`src/rtl/hbrf_pkg.sv`:
```
package hbrf_pkg;
  localparam int unsigned WORD_W  = 64;
  localparam int unsigned NUM_VEC = 6;
  localparam int unsigned MEM_OFFSET = 10;

  localparam int IX_FAULT     = 'h00;
  localparam int IX_FAULT_AND = 'h01;
  localparam int IX_FAULT_OR  = 'h02;
  localparam int IX_ACT0      = 'h06;
  localparam int IX_ACT1      = 'h07;
  localparam int IX_BASE      = 'h0A;
  localparam int IX_BASE2     = 'h0B;
  localparam int IX_CTRL      = 'h0E;
  localparam int IX_EMASK     = 'h0F;
  localparam int IX_VEC0      = 'h10;
  localparam int IX_CTRL_SET  = 'h12;
  localparam int IX_CTRL_CLR  = 'h13;
  localparam int IX_DMAHI     = 'h14;
  localparam int IX_STAT      = 'h15;
  localparam int IX_VEC1      = 'h16;
  localparam int IX_SRCCMP    = 'h1B;

  localparam logic [WORD_W-1:0] BASE_MASK  = 64'h0003_FFFF_FFF0_0000;
  localparam logic [WORD_W-1:0] BASE_EN    = 64'h0000_0000_0000_0001;
  localparam logic [WORD_W-1:0] BASE2_MASK = 64'h0003_FFFF_0000_0000;

  typedef enum logic [1:0] {SRC_NONE, SRC_SCAN, SRC_MEM} src_e;

  function automatic int vec_index(input int k);
    return (k == 0) ? IX_VEC0 : IX_VEC1 + k - 1;
  endfunction
endpackage

```
`src/rtl/hbrf_decode.sv`:
```
module hbrf_decode #(
  parameter int unsigned AW     = 8,
  parameter int unsigned IW     = 6,
  parameter int unsigned OFFSET = 0
) (
  input  logic [AW-1:0] addr_i,
  output logic [IW-1:0] idx_o,
  output logic          misaligned_o
);
  assign idx_o        = IW'(addr_i[AW-1:3]) + IW'(OFFSET);
  assign misaligned_o = |addr_i[2:0];
endmodule

```
`src/rtl/hbrf_arbiter.sv`:
```
module hbrf_arbiter
  import hbrf_pkg::*;
#(
  parameter int unsigned IW = 6
) (
  input  logic              sc_valid_i,
  input  logic              sc_write_i,
  input  logic [IW-1:0]     sc_idx_i,
  input  logic              sc_mis_i,
  input  logic [WORD_W-1:0] sc_wdata_i,
  input  logic              mm_valid_i,
  input  logic              mm_write_i,
  input  logic [IW-1:0]     mm_idx_i,
  input  logic              mm_mis_i,
  input  logic [WORD_W-1:0] mm_wdata_i,
  output logic              sc_ready_o,
  output logic              mm_ready_o,
  output logic              req_valid_o,
  output logic              req_write_o,
  output logic [IW-1:0]     req_idx_o,
  output logic              req_mis_o,
  output logic [WORD_W-1:0] req_wdata_o,
  output src_e              req_src_o
);
  assign sc_ready_o = 1'b1;
  assign mm_ready_o = !sc_valid_i;

  always_comb begin
    req_valid_o = 1'b0;
    req_write_o = 1'b0;
    req_idx_o   = '0;
    req_mis_o   = 1'b0;
    req_wdata_o = '0;
    req_src_o   = SRC_NONE;
    if (sc_valid_i) begin
      req_valid_o = 1'b1;
      req_write_o = sc_write_i;
      req_idx_o   = sc_idx_i;
      req_mis_o   = sc_mis_i;
      req_wdata_o = sc_wdata_i;
      req_src_o   = SRC_SCAN;
    end else if (mm_valid_i) begin
      req_valid_o = 1'b1;
      req_write_o = mm_write_i;
      req_idx_o   = mm_idx_i;
      req_mis_o   = mm_mis_i;
      req_wdata_o = mm_wdata_i;
      req_src_o   = SRC_MEM;
    end
  end
endmodule

```
`src/rtl/hbrf_regs.sv`:
```
module hbrf_regs
  import hbrf_pkg::*;
#(
  parameter int unsigned       IW           = 6,
  parameter logic [WORD_W-1:0] BASE_DEFAULT = '0
) (
  input  logic                      clk,
  input  logic                      rst_n,
  input  logic                      req_valid_i,
  input  logic                      req_write_i,
  input  logic [IW-1:0]             req_idx_i,
  input  logic                      req_mis_i,
  input  logic [WORD_W-1:0]         req_wdata_i,
  input  src_e                      req_src_i,
  input  logic [WORD_W-1:0]         stat_i,
  output logic [WORD_W-1:0]         rdata_o,
  output logic                      err_o,
  output logic [NUM_VEC*WORD_W-1:0] vec_o
);
  localparam int unsigned VSEL_W = $clog2(NUM_VEC);

  logic [WORD_W-1:0] fault_q, act0_q, act1_q, base_q, base2_q, ctrl_q, emask_q, dmahi_q, srccmp_q;
  logic [WORD_W-1:0] fault_d, act0_d, act1_d, base_d, base2_d, ctrl_d, emask_d, dmahi_d, srccmp_d;
  logic [WORD_W-1:0] vec_q [NUM_VEC];
  logic [WORD_W-1:0] vec_d [NUM_VEC];
  logic [WORD_W-1:0] rd;
  logic              illegal, vhit;
  logic [VSEL_W-1:0] vsel;
  int                idx;

  assign idx = int'(req_idx_i);

  always_comb begin
    vhit = 1'b0;
    vsel = '0;
    for (int k = 0; k < int'(NUM_VEC); k++) begin
      if (idx == vec_index(k)) begin
        vhit = 1'b1;
        vsel = VSEL_W'(k);
      end
    end
  end

  always_comb begin
    fault_d = fault_q; act0_d = act0_q; act1_d = act1_q;
    base_d  = base_q;  base2_d = base2_q; ctrl_d = ctrl_q;
    emask_d = emask_q; dmahi_d = dmahi_q; srccmp_d = srccmp_q;
    vec_d   = vec_q;
    rd      = '1;
    illegal = 1'b0;
    if (req_valid_i) begin
      if (req_mis_i) begin
        illegal = 1'b1;
      end else if (req_write_i) begin
        if (vhit) vec_d[vsel] = req_wdata_i;
        else begin
          case (idx)
            IX_FAULT:     fault_d  = req_wdata_i;
            IX_FAULT_AND: fault_d  = fault_q & req_wdata_i;
            IX_FAULT_OR:  fault_d  = fault_q | req_wdata_i;
            IX_ACT0:      act0_d   = req_wdata_i;
            IX_ACT1:      act1_d   = req_wdata_i;
            IX_BASE: begin
              if (req_src_i == SRC_SCAN) base_d = req_wdata_i & (BASE_MASK | BASE_EN);
              else illegal = 1'b1;
            end
            IX_BASE2:     base2_d  = req_wdata_i & BASE2_MASK;
            IX_CTRL:      ctrl_d   = req_wdata_i;
            IX_CTRL_SET:  ctrl_d   = ctrl_q | req_wdata_i;
            IX_CTRL_CLR:  ctrl_d   = ctrl_q & ~req_wdata_i;
            IX_EMASK:     emask_d  = req_wdata_i;
            IX_DMAHI:     dmahi_d  = req_wdata_i;
            IX_SRCCMP:    srccmp_d = req_wdata_i;
            default:      illegal  = 1'b1;
          endcase
        end
      end else begin
        if (vhit) rd = vec_q[vsel];
        else begin
          case (idx)
            IX_FAULT:  rd = fault_q;
            IX_ACT0:   rd = act0_q;
            IX_ACT1:   rd = act1_q;
            IX_BASE:   rd = base_q;
            IX_BASE2:  rd = base2_q;
            IX_CTRL:   rd = ctrl_q;
            IX_EMASK:  rd = emask_q;
            IX_DMAHI:  rd = dmahi_q;
            IX_STAT:   rd = stat_i;
            IX_SRCCMP: rd = srccmp_q;
            default:   illegal = 1'b1;
          endcase
        end
      end
    end
  end

  always_ff @(posedge clk) begin
    if (!rst_n) begin
      fault_q <= '0; act0_q <= '0; act1_q <= '0;
      base_q  <= (BASE_DEFAULT & BASE_MASK) | BASE_EN;
      base2_q <= '0; ctrl_q <= '0; emask_q <= '0; dmahi_q <= '0; srccmp_q <= '0;
      for (int k = 0; k < int'(NUM_VEC); k++) vec_q[k] <= '0;
      rdata_o <= '0;
      err_o   <= 1'b0;
    end else begin
      fault_q <= fault_d; act0_q <= act0_d; act1_q <= act1_d;
      base_q  <= base_d;  base2_q <= base2_d; ctrl_q <= ctrl_d;
      emask_q <= emask_d; dmahi_q <= dmahi_d; srccmp_q <= srccmp_d;
      vec_q   <= vec_d;
      if (req_valid_i && !req_write_i) rdata_o <= rd;
      err_o <= illegal;
    end
  end

  for (genvar g = 0; g < int'(NUM_VEC); g++) begin : g_vec_out
    assign vec_o[g*WORD_W +: WORD_W] = vec_q[g];
  end
endmodule

```
`src/rtl/hostbridge_regbank.sv`:
```
module hostbridge_regbank
  import hbrf_pkg::*;
#(
  parameter int unsigned       SC_AW        = 8,
  parameter int unsigned       MM_AW        = 8,
  parameter logic [WORD_W-1:0] BASE_DEFAULT = '0
) (
  input  logic                      clk,
  input  logic                      rst_n,
  input  logic                      sc_valid_i,
  output logic                      sc_ready_o,
  input  logic                      sc_write_i,
  input  logic [SC_AW-1:0]          sc_addr_i,
  input  logic [WORD_W-1:0]         sc_wdata_i,
  output logic                      sc_rvalid_o,
  output logic [WORD_W-1:0]         sc_rdata_o,
  input  logic                      mm_valid_i,
  output logic                      mm_ready_o,
  input  logic                      mm_write_i,
  input  logic [MM_AW-1:0]          mm_addr_i,
  input  logic [WORD_W-1:0]         mm_wdata_i,
  output logic                      mm_rvalid_o,
  output logic [WORD_W-1:0]         mm_rdata_o,
  input  logic [WORD_W-1:0]         stat_i,
  output logic [NUM_VEC*WORD_W-1:0] vec_cfg_o,
  output logic                      err_o
);
  // Common index is one bit wider than the widest word address so that the
  // memory-side offset cannot wrap onto a low index (needs MM_AW >= 7).
  localparam int unsigned IW = ((SC_AW > MM_AW) ? SC_AW : MM_AW) - 2;

  logic [IW-1:0]     sc_idx, mm_idx, req_idx;
  logic              sc_mis, mm_mis, req_mis, req_valid, req_write;
  logic [WORD_W-1:0] req_wdata, rdata;
  src_e              req_src;
  logic              sc_rv_q, mm_rv_q;

  hbrf_decode #(.AW(SC_AW), .IW(IW), .OFFSET(0)) u_sc_dec (
    .addr_i(sc_addr_i), .idx_o(sc_idx), .misaligned_o(sc_mis));

  hbrf_decode #(.AW(MM_AW), .IW(IW), .OFFSET(MEM_OFFSET)) u_mm_dec (
    .addr_i(mm_addr_i), .idx_o(mm_idx), .misaligned_o(mm_mis));

  hbrf_arbiter #(.IW(IW)) u_arb (
    .sc_valid_i(sc_valid_i), .sc_write_i(sc_write_i), .sc_idx_i(sc_idx),
    .sc_mis_i(sc_mis), .sc_wdata_i(sc_wdata_i),
    .mm_valid_i(mm_valid_i), .mm_write_i(mm_write_i), .mm_idx_i(mm_idx),
    .mm_mis_i(mm_mis), .mm_wdata_i(mm_wdata_i),
    .sc_ready_o(sc_ready_o), .mm_ready_o(mm_ready_o),
    .req_valid_o(req_valid), .req_write_o(req_write), .req_idx_o(req_idx),
    .req_mis_o(req_mis), .req_wdata_o(req_wdata), .req_src_o(req_src));

  hbrf_regs #(.IW(IW), .BASE_DEFAULT(BASE_DEFAULT)) u_regs (
    .clk(clk), .rst_n(rst_n),
    .req_valid_i(req_valid), .req_write_i(req_write), .req_idx_i(req_idx),
    .req_mis_i(req_mis), .req_wdata_i(req_wdata), .req_src_i(req_src),
    .stat_i(stat_i), .rdata_o(rdata), .err_o(err_o), .vec_o(vec_cfg_o));

  always_ff @(posedge clk) begin
    if (!rst_n) begin
      sc_rv_q <= 1'b0;
      mm_rv_q <= 1'b0;
    end else begin
      sc_rv_q <= sc_valid_i && sc_ready_o && !sc_write_i;
      mm_rv_q <= mm_valid_i && mm_ready_o && !mm_write_i;
    end
  end

  assign sc_rvalid_o = sc_rv_q;
  assign mm_rvalid_o = mm_rv_q;
  assign sc_rdata_o  = rdata;
  assign mm_rdata_o  = rdata;
endmodule

```
`config.mk`:
```
export PLATFORM = sky130hd
export DESIGN_NAME = hostbridge_regbank
export DESIGN_NICKNAME = d
export VERILOG_FILES = /design/src/rtl/hbrf_pkg.sv /design/src/rtl/hbrf_decode.sv /design/src/rtl/hbrf_arbiter.sv /design/src/rtl/hbrf_regs.sv /design/src/rtl/hostbridge_regbank.sv
export SDC_FILE = /design/constraint.sdc
export NUM_CORES = 2
export LEC_CHECK = 0
export BUFFER_PORTS_ARGS = -buffer_cell sky130_fd_sc_hd__buf_2
export CORE_ASPECT_RATIO = 1.2
export CORE_MARGIN = 4
export CORE_UTILIZATION = 28
export CTS_BUF_LIST = sky130_fd_sc_hd__clkbuf_4
export CTS_CLUSTER_SIZE = 10
export DETAILED_ROUTE_END_ITERATION = 10
export PLACE_DENSITY = 0.5
export SLEW_MARGIN = 15
export SYNTH_ARGS = -nofsm -noshare
export SYNTH_HDL_FRONTEND = slang
export SYNTH_SLANG_ARGS = --single-unit
```
`constraint.sdc`:
```
create_clock -name clk -period 3.1 [get_ports clk]
set_input_delay 0.465 -clock clk [delete_from_list [all_inputs] [get_ports clk]]
set_output_delay 0.465 -clock clk [all_outputs]
set_load 0.02 [all_outputs]
```
Yosys cells after proc, flatten, opt, wreduce, memory -nomap -nowiden
Cells that the tools add are included.
Cells by class
  bitwise operators: 8
  mux-type cells: 43
  reduce and logical (&&, ||, !) cells: 27
  $add $sub $neg: 1
  equal/unequal tests: 20
  order comparisons: 2
Operators with widths (count)
  64-bit one-hot mux with 10 select lines: 1
  64-bit two-way mux: 9
  384-bit bitwise mux: 1
  64-bit one-hot mux with 3 select lines: 2
  64-bit binary-select mux with 3-bit select: 1
  64-bit demux with 3-bit select: 1
  64-bit AND: 2
  64-bit bitwise OR: 2
  64-bit inverter: 1
  5-bit AND reduction: 8
  6-bit equality test (second input constant): 6
  32-bit zero test: 1
  6-bit by 5-bit equality test with 1-bit output (second input constant): 5
  6-bit by 4-bit equality test with 1-bit output (second input constant): 4
  1-bit two-way mux: 19
  6-bit by 3-bit equality test with 1-bit output (second input constant): 2
  6-bit two-way mux: 2
  12-bit OR reduction: 1
  10-bit OR reduction: 1
  2-bit two-way mux: 4
  5-bit by 4-bit adder with 6-bit output (second input constant): 1
  6-bit by 1-bit equality test with 1-bit output (second input constant): 1
  6-bit by 2-bit equality test with 1-bit output (second input constant): 1
  3-bit two-way mux: 2
  other kinds (13): 23
Word-level totals
  flip-flop bits (word level): 948
  bits of input ports: 214
  output and inout bits: 517

Depth between registers and ports, before layout
  depth in word-level cells: 17
  depth in mapped cells: 12

Hierarchy
A second synthesis with hierarchy kept.
Second synthesis, totals
  cell total of the unflattened synthesis: 5454
  area, all modules: 43506.7 um^2
By module, submodules not included
  hbrf_regs: instances 1, cells each 5272, area an instance 42017.8 um^2
  hbrf_arbiter: instances 1, cells each 98, area an instance 833.3 um^2
  hostbridge_regbank: instances 1, cells each 68, area an instance 540.5 um^2
  hbrf_decode (u_mm_dec): instances 1, cells each 8, area an instance 60.1 um^2
  hbrf_decode (u_sc_dec): instances 1, cells each 8, area an instance 55.1 um^2

Least setup slack after synthesis
No wires, ideal clock.
  kind: input port to flip-flop
  start: in mm_addr_i[4]
  end: reg u_regs.rdata_o[50]
  arrival: 2.540 ns
  path buffers: 2
  library setup time: 0.115 ns
  data required time: 2.985 ns
  stages on the path: 10
  setup slack: 0.445 ns
  cells stage by stage: ha_1 > xor2_2 > o32a_1 > buf_2 > o32a_1 > a41oi_2 > buf_4 > nand3_1 > o221a_2 > o21a_1
On the way
  cells in the longest elaborated chain, start to end: 17
  elaborated cells between the ends (all ways): 39
RTL lines
  start: declaration: RTL line hostbridge_regbank.sv:20  | input logic [MM_AW-1:0] mm_addr_i,
  5-bit by 4-bit adder with 6-bit output (*): RTL line hbrf_decode.sv:10  | assign idx_o = IW'(addr_i[AW-1:3]) + IW'(OFFSET);
  6-bit two-way mux (*): RTL line hbrf_arbiter.sv:42  | end else if (mm_valid_i) begin
  6-bit two-way mux (*): RTL line hbrf_arbiter.sv:35  | if (sc_valid_i) begin
  6-bit equality test: RTL line hbrf_regs.sv:37  | if (idx == vec_index(k)) begin
  1-bit two-way mux: RTL line hbrf_regs.sv:37
  2-bit two-way mux (2 in a row): RTL line hbrf_regs.sv:37
  3-bit two-way mux (2 in a row): RTL line hbrf_regs.sv:37
  3-bit inverter with 4-bit output (implied by the code): RTL line hbrf_regs.sv:78  | if (vhit) rd = vec_q[vsel];
  64-bit binary-select mux with 3-bit select: RTL line hbrf_regs.sv:78
  64-bit two-way mux (implied by the code) (2 in a row): RTL line hbrf_regs.sv:78
  64-bit two-way mux (*): RTL line hbrf_regs.sv:78
  64-bit two-way mux (*): RTL line hbrf_regs.sv:54  | end else if (req_write_i) begin
  64-bit two-way mux (*): RTL line hbrf_regs.sv:52  | if (req_mis_i) begin
  64-bit two-way mux (*): RTL line hbrf_regs.sv:51  | if (req_valid_i) begin
  end signal: assignment: RTL line hbrf_regs.sv:111  | if (req_valid_i && !req_write_i) rdata_o <= rd;
  end: declaration: RTL line hbrf_regs.sv:16  | output logic [WORD_W-1:0] rdata_o,
Every way passes the cells marked *; elsewhere a longest branch is shown, timed or not. The select of a mux whose other input is x is not followed.
A chain may end at the register's enable or synchronous reset.

Worst setup path after layout
  start: in sc_valid_i
  end: reg u_regs.rdata_o[46]
On the way
  cells in the longest elaborated chain, start to end: 15
  elaborated cells between the ends (all ways): 42
RTL lines
  start: declaration: RTL line hostbridge_regbank.sv:10  | input logic sc_valid_i,
  6-bit two-way mux: RTL line hbrf_arbiter.sv:35
  6-bit equality test: RTL line hbrf_regs.sv:37
  1-bit two-way mux: RTL line hbrf_regs.sv:37
  2-bit two-way mux (2 in a row): RTL line hbrf_regs.sv:37
  3-bit two-way mux (2 in a row): RTL line hbrf_regs.sv:37
  3-bit inverter with 4-bit output (implied by the code): RTL line hbrf_regs.sv:78
  64-bit binary-select mux with 3-bit select: RTL line hbrf_regs.sv:78
  64-bit two-way mux (implied by the code) (2 in a row): RTL line hbrf_regs.sv:78
  64-bit two-way mux: RTL line hbrf_regs.sv:78
  64-bit two-way mux: RTL line hbrf_regs.sv:54
  64-bit two-way mux: RTL line hbrf_regs.sv:52
  64-bit two-way mux: RTL line hbrf_regs.sv:51
Several ways; a longest one is shown, not always the timed one. The select of a mux whose other input is x is not followed.

==> metrics <==
global-route wire length before repair between 300,000 and 400,000 microns; Post-Place Cells 7,036; CP peak stage delay around 0.7 ns; post-synthesis async set-or-reset flop share 0%; Clk pin slew, worst setup/hold paths 0.06 ns; Setup crit end kind register; Fill cells around 15,000; Area Overhead vs Synth 38.41%; CP startpoint kind input pin; Final HPWL DP 152,300 microns; GR Util All Layers 27.72%; Tmin final approximately 3 ns; Synthesized Nets 4,772; Routed Antenna Nets 0; Final Hold Vio Count 0; CP required roughly 4.3 ns; Clock Latency Late Sink 1.27 ns; Overflow after GRT 0; Main synth FF type dfxtp_1; number of post-CTS setup repair buffers 0; PD cells 497.8 mW/mm^2; clk_skew 0.09176 ns; fin util 39.06%; TritonCTS clock tree built; Via density roughly 5.7; initial antenna violation count 24; max-slew violations 0; post-synth cell types 83; Slew headroom 34.51%; Slew @ Worst Pin 0.9824 ns; Initial Util 28.22%; row cnt 151; Final Hold Slack about 0.14 ns; die height ~420 microns; Max-cap violations 0; DR DRC count 0; unrepaired setup endpoints after global routing no; DR pass1 iterations 6; WP data arrival 4.17 ns; FF+latch count, synth 948; clock tree buffer depth 4; Port Buffer Count 729; Die Span X about 350 microns; share of cells above drive strength 1 28.73%; post-synthesis sequential area ratio 47.53%; Hold WC Path Type in -> reg; final wirelength around 220,000 microns; NumNets Final 6,027; Worst Path Buf+Inv 8; pin count of the biggest net entering global routing between 100 and 150; highest net fanout along the worst path 37; DR WL/cell 27.68 microns; DIE AREA 0.1487 sq mm; number of global-route vias before repair 42,210; # setup viols final 0; f_max 334.0 MHz; total power draw 27,510 uW; core region area between 0.1 and 0.15 sq mm; post-route non-filler standard cell count 7,820; average size of a mapped cell 8.763 sq um; Synth Instances between 4,000 and 5,000; peak supply drop 0.3691 mV; Lkg Pwr 0.02121 uW; clk sinks ~950; Critical Path Slowest Stage Cell dlygate4sd3_1; Starting DRT DRC Count 4,364; worst path cell trace dlygate4sd3_1 > buf_6 > buf_4 > o31a_1 > dlygate4sd3_1 > a31oi_1 > buf_4 > dlygate4sd3_1 > and2_1 > nand2_1 > buf_12 > o21ai_0 > buf_4 > a21oi_1; I/O pin total 731; H-Tree Depth 5; Final Cycle Share ~97%; root buf cell clkbuf_4; Syn Std Cell Area 0.03993 sq mm; Vias 44,340; Routability Congestion between 0.8 and 0.9; status completed; CP delay by family, top buffers and inverters; Final TNS setup 0 ns; number of flops mapped to enable cells by yosys 0; CP Class in -> reg; CTS Buf Count ~280; Syn. warnings 0
-- area by class of cell --
type	count	area, sq um	share of cell area, %
clock buffer	400	3003	5.433
sequential	948	18980	34.34
inverter	2	15.01	0.02716
tap	1836	2297	4.156
multi-input combinational	3037	18690	33.81
clock inverter	40	231.5	0.4188
timing repair buffer	1539	12010	21.73
antenna	18	45.04	0.08149
-- placed cells by master, fill, tap and decap left out, types with 13 or more instances in the layout --
cell,count
o22ai_1,13
nand2_1,107
mux2i_1,37
o221ai_1,17
a22oi_1,290
dlygate4sd3_1,326
nand3_1,684
a221o_1,41
o21a_1,34
a222oi_1,52
a22o_1,88
nor3_1,32
o221a_2,20
buf_4,368
o21ai_1,249
o211ai_1,71
a31oi_1,31
o21ai_0,607
clkbuf_4,400
buf_12,116
buf_2,727
a211oi_1,140
a21oi_1,45
diode_2,18
a221oi_1,100
clkinv_1,30
nor2_1,219
dfxtp_1,948
-- tightest hold or removal path, delay by kind of cell --
kind | cells | cell delay (ns)
buf+inv | 2 | 0.29
compound gates | 4 | 0.53
-- state kept, by name, summed over array words and instances (netlist names), 64 cells and up --
signal           count
u_regs.dmahi_q      64
u_regs.emask_q      64
u_regs.act1_q       64
u_regs.srccmp_q     64
u_regs.fault_q      64
u_regs.ctrl_q       64
u_regs.rdata_o      64
u_regs.act0_q       64
u_regs.vec_o       384
-- power breakdown --
part	leakage [uW]	internal, uW	total [uW]	switching, uW
sequential	0.00765	12300	12500	178
combinational	0.0116	1250	3390	2150
clock	0.00196	6090	11600	5540
-- kinds of logic (layout without fill, tap and decap cells) --
family                     after synthesis  count (layout)  share of synthesized area (%)
DFF                                    948             948                          47.53
adders and majority gates                1               1                        0.03133
muxes                                   38              38                         0.9557
buffers and inverters                  572            1981                          6.740
other                                    1              19                       0.009391
AOI/OAI and AO/OA                     1863            1863                          31.03
and+or+nand+nor                       1131            1131                          13.62
xor gates and xnor gates                 3               3                        0.08462
-- metal layers --
layer | global-route usage (%) | part of all wire, % | routed length, microns | vias up
met2 | 45.90 | 47 | 101800 | 2233
met3 | 6.375 | 7.8 | 16870 | 451
met4 | 12.46 | 4.4 | 9536 | 6
li1 | - | - | - | 20000
met1 | 34.30 | 41 | 88220 | 21650
met5 | 0 | 0.015 | 32 | -
-- cell usage after synthesis, types with 84 or more instances --
| cell | number | area [sq um] |
|---|---|---|
| o21ai_0 | 609 | 3048 |
| nand2_1 | 110 | 412.9 |
| nand3_1 | 693 | 3468 |
| a221oi_1 | 100 | 875.8 |
| clkbuf_1 | 259 | 972.2 |
| nor2_1 | 226 | 848.3 |
| a22oi_1 | 290 | 2177 |
| buf_4 | 84 | 630.6 |
| a22o_1 | 88 | 770.7 |
| a211oi_1 | 141 | 1059 |
| o21ai_1 | 250 | 1251 |
| dfxtp_1 | 948 | 18980 |
| buf_2 | 165 | 825.8 |
-- what timing repair did --
item | 4_1_cts | 5_1_grt
setup endpoints to repair | 0 | 0
hold buffers | 326 | 0
hold endpoints to repair | 928 | 0
gates resized for setup | 0 | 0
-- stage by stage --
| stage | setup WS (ns) | instance area, sq um |
|---|---|---|
| detailed placement | -0.3493 | 48730 |
| global placement | -0.3574 | 48730 |
| finish | 0.1057 | 55270 |
| global route | 0.05441 | 55250 |
| CTS | 0.2406 | 55230 |
| floorplan | 0.4454 | 39930 |
-- final timing paths --
| kind | startpoint | endpoint | slack [ns] | cells past startpoint |
|---|---|---|---|---|
| worst max register to register | u_regs.vec_o[232] | u_regs.rdata_o[40] | 1.38 | 5 |
| worst min-delay path | stat_i[18] | u_regs.rdata_o[18] | 0.14 | 6 |
| worst min register to register | u_regs.srccmp_q[18] | u_regs.srccmp_q[18] | 0.46 | 2 |
| worst max-delay path | sc_valid_i | u_regs.rdata_o[46] | 0.11 | 14 |
Note: power is estimated with default switching activity, not from simulation.
